[config.mk]
export PLATFORM = sky130hd
export DESIGN_NAME = xfade_stereo
export DESIGN_NICKNAME = d
export VERILOG_FILES = /design/src/rtl/xfade_pkg.sv /design/src/rtl/xf_gain_ramp.sv /design/src/rtl/xf_chan_mix.sv /design/src/rtl/xfade_stereo.sv
export SDC_FILE = /design/constraint.sdc
export NUM_CORES = 2
export LEC_CHECK = 0
export BUFFER_PORTS_ARGS = -buffer_cell sky130_fd_sc_hd__buf_2
export CAP_MARGIN = 5
export CORE_MARGIN = 5
export CORE_UTILIZATION = 25
export CTS_CLUSTER_DIAMETER = 80
export DETAILED_ROUTE_END_ITERATION = 7
export GPL_TIMING_DRIVEN = 1
export HOLD_SLACK_MARGIN = 0.05
export PLACE_DENSITY_LB_ADDON = 0.2
export SETUP_SLACK_MARGIN = 0.2
export SYNTH_ARGS = -nofsm -noshare
export SYNTH_HDL_FRONTEND = slang
export SYNTH_SLANG_ARGS = --single-unit
[constraint.sdc]
create_clock -name clk -period 10.7 [get_ports clk]
set_input_delay 2.14 -clock clk [delete_from_list [all_inputs] [get_ports clk]]
set_output_delay 2.14 -clock clk [all_outputs]
set_load 0.03 [all_outputs]
[src/rtl/xfade_pkg.sv]
package xfade_pkg;
  typedef enum logic [1:0] {
    SEL_REV = 2'd0,
    SEL_MIX = 2'd1,
    SEL_FWD = 2'd2
  } xf_sel_e;
endpackage

[src/rtl/xf_gain_ramp.sv]
module xf_gain_ramp
  import xfade_pkg::*;
#(
  parameter int GW   = 16,
  parameter int STEP = 128
) (
  input  logic          clk,
  input  logic          rst,
  input  logic          start_i,
  input  logic          smp_i,
  output logic [GW-1:0] gain_o,
  output xf_sel_e       sel_o,
  output logic          last_o
);
  localparam logic [GW-1:0] GFULL = {GW{1'b1}};
  localparam logic [GW:0]   STEPX = (GW+1)'(STEP);

  logic [GW-1:0] gain_q;
  logic          run_q;
  logic [GW:0]   diff;
  logic          term;

  assign diff = {1'b0, gain_q} - STEPX;
  assign term = diff[GW] || (diff[GW-1:0] == '0);

  always_comb begin
    if (start_i || !run_q) sel_o = SEL_REV;
    else if (term)         sel_o = SEL_FWD;
    else                   sel_o = SEL_MIX;
  end

  assign gain_o = diff[GW-1:0];
  assign last_o = smp_i && !start_i && run_q && term;

  always_ff @(posedge clk) begin
    if (rst) begin
      gain_q <= '0;
      run_q  <= 1'b0;
    end else if (start_i) begin
      gain_q <= GFULL;
      run_q  <= 1'b1;
    end else if (smp_i && run_q) begin
      if (term) begin
        gain_q <= '0;
        run_q  <= 1'b0;
      end else begin
        gain_q <= diff[GW-1:0];
      end
    end
  end

  // a start always arms the full-scale gain
  a_r4_start_loads: assert property (@(posedge clk) disable iff (rst)
    start_i |=> (run_q && gain_q == GFULL));
  // the final sample ends the ramp
  a_r6_last_stops: assert property (@(posedge clk) disable iff (rst)
    last_o |=> !run_q);
  // while running, the gain never rises without a start
  a_r5_monotone: assert property (@(posedge clk) disable iff (rst)
    (run_q && !start_i) |=> (gain_q <= $past(gain_q)));
endmodule

[src/rtl/xf_chan_mix.sv]
module xf_chan_mix
  import xfade_pkg::*;
#(
  parameter int DW = 16,
  parameter int GW = 16
) (
  input  logic                 clk,
  input  logic                 rst,
  input  logic                 en_i,
  input  xf_sel_e              sel_i,
  input  logic        [GW-1:0] gain_i,
  input  logic signed [DW-1:0] rev_i,
  input  logic signed [DW-1:0] fwd_i,
  output logic signed [DW-1:0] mix_o
);
  localparam int PW = DW + GW + 1;
  localparam int AW = PW + 1;

  logic signed [GW:0]   g_rev, g_fwd;
  logic signed [PW-1:0] p_rev, p_fwd;
  logic signed [AW-1:0] acc;
  logic signed [DW-1:0] nxt;

  assign g_rev = $signed({1'b0, gain_i});
  assign g_fwd = $signed({1'b0, ~gain_i});
  assign p_rev = PW'(rev_i) * PW'(g_rev);
  assign p_fwd = PW'(fwd_i) * PW'(g_fwd);
  assign acc   = AW'(p_rev) + AW'(p_fwd);

  always_comb begin
    unique case (sel_i)
      SEL_MIX: nxt = acc[DW+GW-1:GW];
      SEL_FWD: nxt = fwd_i;
      default: nxt = rev_i;
    endcase
  end

  always_ff @(posedge clk) begin
    if (rst)       mix_o <= '0;
    else if (en_i) mix_o <= nxt;
  end

  // the output holds between sample strobes
  a_r2_hold: assert property (@(posedge clk) disable iff (rst)
    !en_i |=> $stable(mix_o));
endmodule

[src/rtl/xfade_stereo.sv]
module xfade_stereo
  import xfade_pkg::*;
#(
  parameter int DW   = 16,
  parameter int GW   = 16,
  parameter int STEP = 128
) (
  input  logic                 clk,
  input  logic                 rst,
  input  logic                 start_i,
  input  logic                 smp_i,
  input  logic signed [DW-1:0] rev_l_i,
  input  logic signed [DW-1:0] rev_r_i,
  input  logic signed [DW-1:0] fwd_l_i,
  input  logic signed [DW-1:0] fwd_r_i,
  output logic signed [DW-1:0] mix_l_o,
  output logic signed [DW-1:0] mix_r_o,
  output logic                 out_vld_o,
  output logic                 done_o
);
  localparam int NCH = 2;

  logic [GW-1:0] gain;
  xf_sel_e       sel;
  logic          last;
  logic signed [DW-1:0] rev_a [NCH];
  logic signed [DW-1:0] fwd_a [NCH];
  logic signed [DW-1:0] mix_a [NCH];

  assign rev_a[0] = rev_l_i;
  assign rev_a[1] = rev_r_i;
  assign fwd_a[0] = fwd_l_i;
  assign fwd_a[1] = fwd_r_i;

  xf_gain_ramp #(.GW(GW), .STEP(STEP)) ramp_i (
    .clk(clk), .rst(rst), .start_i(start_i), .smp_i(smp_i),
    .gain_o(gain), .sel_o(sel), .last_o(last)
  );

  // one shared gain feeds every channel
  for (genvar c = 0; c < NCH; c++) begin : g_ch
    xf_chan_mix #(.DW(DW), .GW(GW)) mix_i (
      .clk(clk), .rst(rst), .en_i(smp_i), .sel_i(sel), .gain_i(gain),
      .rev_i(rev_a[c]), .fwd_i(fwd_a[c]), .mix_o(mix_a[c])
    );
  end

  assign mix_l_o = mix_a[0];
  assign mix_r_o = mix_a[1];

  always_ff @(posedge clk) begin
    if (rst) begin
      out_vld_o <= 1'b0;
      done_o    <= 1'b0;
    end else begin
      out_vld_o <= smp_i;
      done_o    <= last;
    end
  end

  // valid follows the strobe by exactly one cycle
  a_r2_vld_after_smp: assert property (@(posedge clk) disable iff (rst)
    smp_i |=> out_vld_o);
  a_r2_no_vld_without_smp: assert property (@(posedge clk) disable iff (rst)
    !smp_i |=> !out_vld_o);
  // done rides on a valid output and lasts one cycle
  a_r8_done_with_vld: assert property (@(posedge clk) disable iff (rst)
    done_o |-> out_vld_o);
  a_r8_done_single: assert property (@(posedge clk) disable iff (rst)
    done_o |=> !done_o);
endmodule

# After elaboration in Yosys (flattened, before gate mapping)
# Index checks and enable logic that the tools add are counted.
word_totals:
  reg_bits: 51
  inputBits: 68
  output_inout_bits: 34
  wordCells: 38
op_classes:
  addsub: 3
  multipliers: 4
  eq_ne: 2
  muxes: 10
  bitwise_logic: 1
  n_reduce_logical: 12
ops:
  columns: ["op", "count"]
  rows:
  - ["multiplier 16 x 17 -> 32 bit", 4]
  - ["adder 32 bit", 2]
  - ["one-hot mux 16 bit (2 select lines)", 2]
  - ["two-way mux 16 bit", 3]
  - ["subtractor 16 x 8 -> 17 bit (second input constant)", 1]
  - ["logical NOT 16 bit", 1]
  - ["NOT 16 bit", 1]
  - ["logical AND 1 bit", 4]
  - ["two-way mux 2 bit", 2]
  - ["nonzero test 2 bit", 2]
  - ["two-way mux 1 bit", 3]
  - ["equality test 2 x 1 -> 1 bit (second input constant)", 1]
  - ["equality test 2 bit (second input constant)", 1]
  - ["logical NOT 1 bit", 2]
  - ["logical OR 1 bit", 2]
  - ["AND reduction 2 bit", 1]

# Depth between registers and ports, before layout
logic_depth:
  word_depth: 7
  mapped_depth: 34
  depth_no_buf: 30

# Modules after synthesis
# From an unflattened synthesis, not the netlist that was laid out.
hier_totals:
  hier_cells: 4206
  hier_area_um2: 38270.5
by_module_without_submodules:
  columns: ["module", "instances", "cells_each", "area_per_inst_um2", "seq_area_each_um2"]
  rows:
  - ["xf_chan_mix (g_ch[1].mix_i)", 1, 2047, 18766.7, 320.3]
  - ["xf_chan_mix (g_ch[0].mix_i)", 1, 2059, 18724.2, 320.3]
  - ["xf_gain_ramp", 1, 96, 726.9, 200.2]
  - ["xfade_stereo", 1, 4, 52.6, 40.0]

# Least setup slack after synthesis
# Ideal clock, no wire load.
synth_path:
  path_kind: "input to register"
  from: "in rev_l_i[12]"
  to: "reg g_ch[0].mix_i.mix_o[13]"
  setup_time_ps: 103
  t_arrival_ps: 8992
  required_time_ps: 10597
  slack_ps: 1605
  path_stages: 23
  path_buffers: 1
  cell_sequence: "clkbuf_1 and2_1 fa_1 fa_1 inv_1 fa_1 inv_1 fa_1 fa_1 fa_1 fa_1 inv_1 fa_1 inv_1 ha_1 a21oi_1 o21bai_1 a2111oi_1 nor3_1 nor4_1 o21ai_0 o311a_1 a2111oi_2"
synth_via:
  elab_chain_len: 3
synth_rtl:
  columns: ["element", "line_no", "text"]
  rows:
  - ["from (decl)", "xfade_stereo.sv:12", "input logic signed [DW-1:0] rev_l_i,"]
  - ["multiplier 16 x 17 -> 32 bit", "xf_chan_mix.sv:26", "assign p_rev = PW'(rev_i) * PW'(g_rev);"]
  - ["adder 32 bit", "xf_chan_mix.sv:28", "assign acc = AW'(p_rev) + AW'(p_fwd);"]
  - ["one-hot mux 16 bit (2 select lines)", "xf_chan_mix.sv:31", "unique case (sel_i)"]
  - ["to (signal assigned)", "xf_chan_mix.sv:40", "else if (en_i) mix_o <= nxt;"]
  - ["to (decl)", "xf_chan_mix.sv:14", "output logic signed [DW-1:0] mix_o"]
# No other way between the ends.
# A chain may end at the register's enable or synchronous reset.

# Worst setup path in the final report
layout_path:
  from: "in rev_l_i[2]"
  to: "reg g_ch[0].mix_i.mix_o[13]"
# The elaborated chain is that of the path after synthesis.

==> flow_summary.yaml <==
status:
  status: "complete, no violations"
sta:
  finClkSkew_ns: 0.0124
  finalSetupTns_ns: 0
  fin_crit_sh_pct: 91.6
  hold_viol_final: 0
  worst_slew_pin_slew_ns: 1.01
  maxSlewViolCount: 0
  min_period_ns: 9.80
  setup_viol: 0
  grt_setup_unrepaired: "false"
  fmaxAchievable_ghz: 0.102
  maxSlewHeadroom_pct: 32.4
setup_path:
  path_class: "in2reg"
  reg2reg_slack_ns: 1.15
  cp-end-kind: "flop"
  cp-start-kind: "input pin"
  worstPathArrival_ns: 10.02
  crit_fanout: 11
  worstPathRequired_ns: 10.92
clocking:
  cts_resized: 0
  hold_buffers: 0
  postCtsSetupBuffers: 0
  clk_pin_slew_ns: 0.08
  cts.sinks: 44
  cts-buffers-inserted: 5
  insertion_delay_ns: 0.32
  htree_levels: 2
  clockBufferDepth: 2
  cts_tree: "done"
  root_buffer: "clkbuf_16"
yosys:
  synth_flop_cell: "dfxtp_1"
  synth_top_area_share_pct: 49.2
  synth_top_area_cell: "fa_1"
  ys_types: 75
  ys_seq_area_share_pct: 2.66
  synthArstFlopShare_pct: 0
  synth_seq_cells: 44
  synth_area_um2: 33100
  yosys_warnings: 0
  netlist_top_cells_area: "fa_1, ha_1, inv_1"
  synth-edff-count: 0
  syn_inst: 3596
  avgSynthCellArea_um2: 9.21
  synth_most_common_cell: "inv_1"
  synth_common_cells: "inv_1, fa_1, ha_1"
floorplanning:
  row_count: 133
  initial_utilization_pct: 25.2
  die_h_um: 374
  ioPinCount: 102
  core_um2: 132000
  die_w_um: 374
  die_area_um2: 140000
min_path:
  hold_path_class: "reg2reg"
placed_design:
  placed_area_um2: 35800
  io_buffers: 101
  dp_hpwl_um: 83600
  gp_congestion: 0.808
job:
  drv_cap: 0
routing:
  drt-wirelength-per-cell_um: 18.5
  vias_per_cell: 4.19
  vias: 22461
  ant_nets: 0
  first_pass_iters: 4
  dr.first_iter.drc_count: 994
  drc: 0
  routed_wirelength_um: 99100
cells_and_area:
  drive_gt1_share_pct: 5.17
  design_area_um2: 36000
  syn2layout_area_growth_pct: 8.61
  nNetsFinal: 4887
grt:
  grt_pass1_wl_um: 158000
  track_usage_pct: 14.7
  grt_pass1_vias: 25449
  grt_max_degree: 60
  grt_overflow: 0
  antenna_found_initial: 18
metal layers:
metal | global-route usage [%] | part of all wire [%]
met3 | 1.97 | 4.1
met1 | 21.2 | 48
met4 | 1.19 | 0.82
met5 | 0 | 0.071
met2 | 24.7 | 47
cell type report:
| type | count | area [um^2] |
|---|---|---|
| Fill cell | 14205 | 95700 |
| Clock inverter | 2 | 10.0 |
| Clock buffer | 6 | 139 |
| Tap cell | 1755 | 2200 |
| Multi-Input combinational cell | 2325 | 27800 |
| Sequential cell | 44 | 886 |
| Antenna cell | 11 | 27.5 |
| Inverter | 1074 | 4030 |
| Timing Repair Buffer | 146 | 893 |
flip-flops by register name, summed over array words and instances (netlist names):
signal	cells
g_ch.mix_i.mix_o	32
ramp_i.gain_q	10
done_o	1
out_vld_o	1
layout by cell type (no fill, tap or decap), drive strengths merged, types with 6 or more instances in the layout:
cell type,n
a2111oi,7
a211oi,16
conb,8
xor2,14
xnor2,36
dfxtp,44
a21oi,48
nor2b,56
nor3,29
and2,299
fa,814
nor2,56
clkbuf,6
and3,7
a311oi,6
o21ai,34
nand3,14
ha,409
nand2,327
a21o,18
or3,13
inv,1073
buf,146
nand2b,28
diode,11
per-stage QoR:
step                      instances  util [%]  hold slack, ns  setup WS [ns]
after floorplan                3602         -           0.494           1.60
after global routing           5353      27.3           0.483          0.229
final                          5363      27.3           0.467          0.901
after global placement         5344      27.2           0.454          0.578
after detailed placement       5344      27.2           0.460          0.607
after CTS                      5352      27.3           0.470          0.897
path summary, 6_finish.rpt:
path,startpoint,to,cells after the start
worst min-delay path,g_ch[1].mix_i.mix_o[0],g_ch[1].mix_i.mix_o[0],2
worst max register to register,ramp_i.gain_q[9],g_ch[0].mix_i.mix_o[13],26
worst min register to register,g_ch[1].mix_i.mix_o[0],g_ch[1].mix_i.mix_o[0],2
worst max-delay path,rev_l_i[2],g_ch[0].mix_i.mix_o[13],23
kinds of logic (layout without fill, tap and decap cells):
family | count (synthesis) | count (layout) | synth area share [%]
buffers and inverters | 1233 | 1228 | 14.1
and+or+nand+nor | 847 | 847 | 13.0
xor gates and xnor gates | 50 | 50 | 1.34
DFF | 44 | 44 | 2.66
other | 2 | 19 | 0.0227
adders and majority gates | 1223 | 1223 | 64.6
AOI/OAI and AO/OA | 191 | 191 | 4.03
muxes | 6 | 6 | 0.185
critical path, stage by stage:
cell and delay [ns]:
buf_2 0.18, and2_1 0.23, fa_1 0.64, inv_1 0.11, fa_1 0.42, fa_1 0.50
fa_1 0.54, inv_1 0.05, fa_1 0.50, inv_1 0.06, fa_1 0.44, fa_1 0.51
inv_1 0.05, fa_1 0.43, ha_1 0.30, a2111oi_0 0.37, o21ai_0 0.26, a32oi_1 0.62
a211oi_1 0.30, nor4_1 0.41, o21ai_0 0.27, o311a_1 0.40, a2111oi_2 0.28
Power is not shown: default switching activity piles up to over one toggle a cycle in this logic, so the estimate is an artifact.
